===== src/rtl/p2div_pkg.sv =====
package p2div_pkg;
  typedef enum logic {
    MODE_SPLIT = 1'b0,
    MODE_CHAIN = 1'b1
  } div_mode_e;

  localparam int DEF_SECT_W = 8;
  localparam int DEF_NSECT  = 3;
  localparam int DEF_SEL_W  = 4;
endpackage


===== src/rtl/p2div_section.sv =====
module p2div_section #(
  parameter int W = 8
) (
  input  logic         clk,
  input  logic         rst_n,
  input  logic         clr,
  input  logic         inc,
  output logic [W-1:0] val,
  output logic         full
);
  always_ff @(posedge clk or negedge rst_n) begin
    if (!rst_n)   val <= '0;
    else if (clr) val <= '0;
    else if (inc) val <= val + 1'b1;
  end

  assign full = &val;

  // a section told to advance moves up by exactly one
  assert_section_step_R4: assert property (@(posedge clk) disable iff (!rst_n)
    (inc && !clr) |=> (val == W'($past(val) + 1'b1)));

  // clear empties the section
  assert_section_clear_R6: assert property (@(posedge clk) disable iff (!rst_n)
    clr |=> (val == '0));
endmodule


===== src/rtl/p2div_tap.sv =====
module p2div_tap #(
  parameter int CNT_W = 24,
  parameter int SEL_W = 4
) (
  input  logic [CNT_W-1:0] cnt,
  input  logic [SEL_W-1:0] sel,
  output logic             hit
);
  localparam int LOW_N   = 2 ** (SEL_W - 1);
  localparam int HI_BASE = CNT_W - LOW_N;
  localparam int IDX_W   = $clog2(CNT_W);

  logic [CNT_W-1:0] pfx;
  logic [IDX_W-1:0] idx;

  // pfx[j]: stages 0..j all ones, so the next tick clears stage j
  always_comb begin
    logic acc;
    acc = 1'b1;
    for (int j = 0; j < CNT_W; j++) begin
      acc    = acc & cnt[j];
      pfx[j] = acc;
    end
  end

  always_comb begin
    if (sel[SEL_W-1]) idx = IDX_W'(HI_BASE) + IDX_W'(sel[SEL_W-2:0]);
    else              idx = IDX_W'(sel[SEL_W-2:0]);
  end

  assign hit = pfx[idx];
endmodule


===== src/rtl/pow2_divider.sv =====
module pow2_divider
  import p2div_pkg::*;
#(
  parameter int SECT_W = DEF_SECT_W,
  parameter int NSECT  = DEF_NSECT,
  parameter int SEL_W  = DEF_SEL_W
) (
  input  logic             clk,
  input  logic             rst_n,
  input  logic             tick_en,
  input  logic             clr,
  input  logic [SEL_W-1:0] sel,
  output logic             tc
);
  localparam int CNT_W = SECT_W * NSECT;

  div_mode_e               mode;
  logic [NSECT:0]          carry;
  logic [NSECT-1:0]        inc;
  logic [NSECT-1:0]        sfull;
  logic [NSECT-1:0][SECT_W-1:0] sval;
  logic [CNT_W-1:0]        cnt;
  logic                    hit;

  assign mode = sel[SEL_W-1] ? MODE_CHAIN : MODE_SPLIT;
  assign cnt  = sval;

  always_comb begin
    carry[0] = tick_en;
    for (int i = 0; i < NSECT; i++) carry[i+1] = carry[i] & sfull[i];
  end

  for (genvar g = 0; g < NSECT; g++) begin : g_sect
    assign inc[g] = (mode == MODE_SPLIT) ? tick_en : carry[g];
    p2div_section #(.W(SECT_W)) u_sect (
      .clk  (clk),
      .rst_n(rst_n),
      .clr  (clr),
      .inc  (inc[g]),
      .val  (sval[g]),
      .full (sfull[g])
    );
  end

  p2div_tap #(.CNT_W(CNT_W), .SEL_W(SEL_W)) u_tap (
    .cnt(cnt),
    .sel(sel),
    .hit(hit)
  );

  always_ff @(posedge clk or negedge rst_n) begin
    if (!rst_n) tc <= 1'b0;
    else        tc <= tick_en && !clr && hit;
  end

  // strobe is a single cycle
  assert_tc_single_R5: assert property (@(posedge clk) disable iff (!rst_n)
    tc |=> !tc);

  // clear zeroes the chain and suppresses the strobe
  assert_clear_R6: assert property (@(posedge clk) disable iff (!rst_n)
    clr |=> (!tc && cnt == '0));

  // no tick, no change
  assert_hold_R7: assert property (@(posedge clk) disable iff (!rst_n)
    (!tick_en && !clr) |=> ($stable(cnt) && !tc));

  // long range counts as one binary chain
  assert_chain_R3: assert property (@(posedge clk) disable iff (!rst_n)
    (tick_en && !clr && mode == MODE_CHAIN) |=> (cnt == CNT_W'($past(cnt) + 1'b1)));
endmodule


===== config.mk =====
export PLATFORM = sky130hd
export DESIGN_NAME = pow2_divider
export DESIGN_NICKNAME = d
export VERILOG_FILES = /design/src/rtl/p2div_pkg.sv /design/src/rtl/p2div_section.sv /design/src/rtl/p2div_tap.sv /design/src/rtl/pow2_divider.sv
export SDC_FILE = /design/constraint.sdc
export NUM_CORES = 1
export LEC_CHECK = 0
export ABC_AREA = 1
export ABC_CLOCK_PERIOD_IN_PS = 1850
export BUFFER_PORTS_ARGS = -buffer_cell sky130_fd_sc_hd__clkbuf_2
export CORE_MARGIN = 2
export CORE_UTILIZATION = 30
export DETAILED_ROUTE_END_ITERATION = 6
export GPL_TIMING_DRIVEN = 0
export PLACE_DENSITY = 0.52
export SYNTH_ARGS = -nofsm -noshare
export SYNTH_HDL_FRONTEND = slang
export SYNTH_SLANG_ARGS = --single-unit

===== constraint.sdc =====
create_clock -name clk -period 1.85 [get_ports clk]
set_input_delay 0.2775 -clock clk [delete_from_list [all_inputs] [get_ports clk]]
set_output_delay 0.2775 -clock clk [all_outputs]
set_load 0.03 [all_outputs]

Yosys cells after proc, flatten, opt, wreduce, memory -nomap -nowiden --
Cells that the tools add are included. W data, S select, Z words.
Cells by class: reductions and logical operators 8, $lt $le $gt $ge 1, bitwise logic cells 25, mux-type cells 12, add/sub/neg operators 4
Operators with widths (number):
- $mux W8 | 6
- $and A1 B1 Y1 | 25
- $add A8 B1 Y8 const B | 3
- $reduce_and A8 Y1 | 2
- $lt A5 B6 Y1 const B | 1
- $reduce_bool A2 Y1 | 3
- $add A5 B3 Y5 const A | 1
- $bmux W1 S5 | 1
- $mux W5 | 1
- $mux W1 | 4
- $logic_and A1 B1 Y1 | 2
- $logic_not A1 Y1 | 1
Word-level totals: register bits 25, output and inout port bits 1

Logic depth before layout (Yosys ltp) --
depth in word-level cells 26, mapped depth 10, gate-level depth less buffers 10

Hierarchy --
From an unflattened synthesis, not the netlist that was laid out.
Second synthesis, totals: cells, all modules 233, area total of the unflattened synthesis 1554.0 µm²
By module, submodules not included:
- p2div_section | sequential area each 200.2 µm², area an instance 424.2 µm², cells an instance 57, times used 3
- p2div_tap | sequential area each 0.0 µm², area an instance 225.2 µm², cells an instance 53, times used 1
- pow2_divider | sequential area each 25.0 µm², area an instance 56.3 µm², cells an instance 9, times used 1

Worst setup path before layout --
No wires, ideal clock.
kind reg-to-reg, start register g_sect[0].u_sect.val[0], end register g_sect[1].u_sect.val[3], slack 441 ps, arrival time 1286 ps, path buffers 0, required time 1727 ps, setup time 123 ps, cell stages (with the launch flop) 9, cells stage by stage dfrtp_1 -> ha_1 -> nand3_2 -> nor2_4 -> nand4_2 -> nand2_4 -> nand2_1 -> o21ai_0 -> a21oi_1
On the way: word-level cells in the longest chain between the ends 4
RTL lines:
- from (decl) | line p2div_section.sv:8 | output logic [W-1:0] val,
- from (signal assigned) | line p2div_section.sv:14 | else if (inc) val <= val + 1'b1;
- $reduce_and A8 Y1 | line p2div_section.sv:17 | assign full = &val;
- $and A1 B1 Y1 | line pow2_divider.sv:30 | for (int i = 0; i < NSECT; i++) carry[i+1] = carry[i] & sfull[i];
- $mux W1 | line pow2_divider.sv:34 | assign inc[g] = (mode == MODE_SPLIT) ? tick_en : carry[g];
- $reduce_bool A2 Y1 (no source line)
- to (signal assigned) | line p2div_section.sv:14
- to (decl) | line p2div_section.sv:8
No other way between the ends. A chain may end at the register's enable or synchronous reset.

Final worst setup path --
start register g_sect[0].u_sect.val[1], end register g_sect[1].u_sect.val[3]
The elaborated chain is that of the path after synthesis.

==> run_results.csv <==
group,metric,value,unit
status,status,"finished, final reports clean",
critical_path,reg2reg_depth,8,
floorplan,start_util,0.3060,
placed_design,hpwlAfterDp,2317,microns
drt,firstDrtPassIters,4,
critical_path,critPathTopFamily,"simple AND/OR/NAND/NOR gates",
floorplan,die_w,75.71,microns
clocking,cts_sinks,25,
critical_path,path_cells,"ha_1 -> nand3_2 -> nor2_4 -> nand4_2 -> nand2_4 -> nand2_1 -> o21ai_0 -> a21oi_1",
clocking,post_cts_buffers,0,
clocking,clkLatencyLatePin,0.27,ns
timing,fmax,631.2,MHz
floorplan,die_h,75.71,microns
synth,synth_top_area_cell,"dfrtp_1",
clocking,ctsResizeCount,0,
timing,rsz0062_at_grt,"no",
clocking,clock_path_buffers,2,
floorplan,core_area,5042,sq um
critical_path,startpoint,"g_sect[0].u_sect.val[1]$_DFFE_PN0P_",
layout,drive_above_1_share,0.1436,
drt,wl_per_cell,11.43,microns
synth,ys_warn_count,0,
drt,antenna_left,0,
power,peakVddDrop,0.2826,mV
floorplan,fp.dieArea,5732,sq um
drt,vias_per_cell,4.629,
clocking,clk_pin_slew_worst_paths,0.09,ns
grt,track_usage,0.1244,
grt,overflow,0,
clocking,hold_buffers,0,
power,total_leakage_power,0.7907,nW
clocking,cts_tree,"built",
synth,syn_inst,190,
synth,syn_avg_cell_area,8.120,sq um
synth,ys_ff_latch,25,
critical_path,required,2.01,ns
layout,fin_nets,215,
critical_path,critPathLaunchType,"flop",
grt,antenna_found_initial,0,
clocking,htreeDepth,1,
critical_path,crit_slowest_cell,"dfrtp_1",
timing,setup_viol,0,
grt,grt_pass1_wl,5540,microns
critical_path,r2r-start,"g_sect[0].u_sect.val[1]$_DFFE_PN0P_",
layout,antenna_cells,0,
critical_path,path_buf_inv,0,
critical_path,end_kind,"flop",
placed_design,gp_congestion,0.7608,
timing,slew_violations,0,
floorplan,rows,26,
power,pwr_density_cell,593.4,nW/um^2
timing,finalCritPeriodShare,0.8563,
critical_path,crit_cells,8,
worst_hold_path,hold_class,"primary input to asynchronous set/reset pin",
synth,synthTopCellsByArea,"dfrtp_1, nand2_1, nand3_1, inv_1, nor2_1",
drt,drc,0,
synth,synth_top_area_frac,0.4055,
timing,maxSlewHeadroom,0.5663,
critical_path,cp.arrival,1.74,ns
grt,grt_start_max_net_pins,26,
grt,grt_pass1_vias,1206,
layout,fill_cells,539,
timing,worst_pin_slew,0.6506,ns
layout,fin_cells,272,
timing,fin_crit,1.584,ns
critical_path,critPathMaxStageDelay,0.39,ns
placed_design,dp.cells,268,
clocking,root_buffer,"clkbuf_8",
layout,syn2layout_area_growth,11.19,%
synth,synth_area,1543,sq um
synth,synthesis.nets,202,
critical_path,path_max_fanout,10,
placed_design,portBuffers,8,
floorplan,io_pins,9,
synth,synth-seq-area-share,0.4055,
synth,ys_types,31,
clocking,cts_made_buffers,3,
flow_run,max_cap_viol_count,0,
timing,tns,0,ns
drt,wl,3110,microns
critical_path,path_class,"flop to flop",
layout,post-route-util,0.3402,
drt,vias,1259,
timing,hold_viol_final,0,
drt,drt_iter0_drc,66,
timing,finalClockSkew,0.002445,ns
==> cells by family (layout without fill, tap and decap cells) <==
kind of cell / after synthesis / count (layout) / synth area share
and+or+nand+nor: 91 / 91 / 0.2976
AOI/OAI and AO/OA: 35 / 35 / 0.1557
buffers and inverters: 28 / 40 / 0.06893
DFF: 25 / 25 / 0.4055
xor gates and xnor gates: 7 / 7 / 0.03974
adders and majority gates: 4 / 4 / 0.03244
==> report_power, final <==
part	switching [mW]	total, mW	internal (mW)	leakage [nW]
logic	0.0814	0.117	0.0357	0.423
clock network	0.175	0.329	0.154	0.0228
registers	0.0124	0.572	0.559	0.345
total	0.269	1.02	0.749	0.791
==> sequential cells by signal, indices dropped and copies added, names as in the netlist <==
register           flops
g_sect.u_sect.val     24
tc                     1
==> synthesized netlist by cell type, drive strengths merged <==
cell / count
a31oi: 1
xnor2: 3
nor2: 18
clkinv: 1
nand4: 3
o211ai: 2
o21a: 1
o31ai: 5
buf: 1
a22o: 2
nor3: 5
o21ai: 10
nand3: 22
dfrtp: 25
o22ai: 1
xor2: 4
o2111ai: 1
a21oi: 12
nand2: 43
ha: 4
clkbuf: 1
inv: 25
==> routing by layer <==
metal  up-vias  track usage  wire length (microns)
met4         0      0.01949                     19
met1       580       0.1802                   1602
met2        21       0.1942                   1391
met3         2      0.02778                     97
li1        656            -                      -
met5         -            0                      0
==> layout by cell type (no fill, tap or decap), types with 2 or more instances in the layout <==
| cell | n |
|---|---|
| nand4_1 | 2 |
| nand3_1 | 19 |
| o211ai_1 | 2 |
| nand3_2 | 3 |
| nor2_1 | 17 |
| o21ai_0 | 7 |
| o31ai_2 | 4 |
| clkbuf_2 | 8 |
| nand2_1 | 39 |
| inv_1 | 25 |
| a21oi_1 | 12 |
| ha_1 | 4 |
| nor3_1 | 4 |
| nand2_8 | 2 |
| a22o_1 | 2 |
| clkbuf_8 | 3 |
| dfrtp_1 | 25 |
| xor2_1 | 4 |
| xnor2_1 | 3 |
| clkbuf_1 | 2 |
| o21ai_2 | 3 |
==> worst register-to-register path: stages, from the launching register on <==
cell     delay (ns)
dfrtp_1        0.39
ha_1           0.23
nand3_2        0.12
nor2_4         0.14
nand4_2        0.11
nand2_4        0.17
nand2_1        0.10
o21ai_0        0.16
a21oi_1        0.06
==> path summary, 6_finish.rpt <==
| check | endpoint | slack (ns) |
|---|---|---|
| min | g_sect[2].u_sect.val[5]$_DFFE_PN0P_ | 0.02 |
| min in group clk | tc$_DFF_PN0_ | 0.18 |
| min reg2reg | g_sect[1].u_sect.val[5]$_DFFE_PN0P_ | 0.50 |
| max reg2reg | g_sect[1].u_sect.val[3]$_DFFE_PN0P_ | 0.27 |
| max in group asynchronous | g_sect[0].u_sect.val[5]$_DFFE_PN0P_ | 1.41 |
| max | g_sect[1].u_sect.val[3]$_DFFE_PN0P_ | 0.27 |
==> per-stage QoR <==
stage	worst slack (ns)	cell area [sq um]	hold WS, ns	power, mW
after floorplan	0.4410	1543	-0.01809	0.6554
after global placement	0.2671	1670	0.3547	0.7004
after detailed placement	0.2867	1670	0.3459	0.7028
after CTS	0.2681	1715	0.04726	1.039
after global routing	0.1349	1715	0.06396	1.076
final	0.2658	1715	0.01891	1.018
==> cell type report <==
class / count / area (sq um) / area share
plain buffers: 2 / 8.758 / 0.005106
clock buffers: 4 / 45.04 / 0.02626
inverters: 26 / 97.59 / 0.05689
multi-input cells: 137 / 810.8 / 0.4726
flip-flops and latches: 25 / 625.6 / 0.3647
well taps: 70 / 87.58 / 0.05106
repair buffers: 8 / 40.04 / 0.02334
No activity file was read; power rests on OpenSTA's default activity.
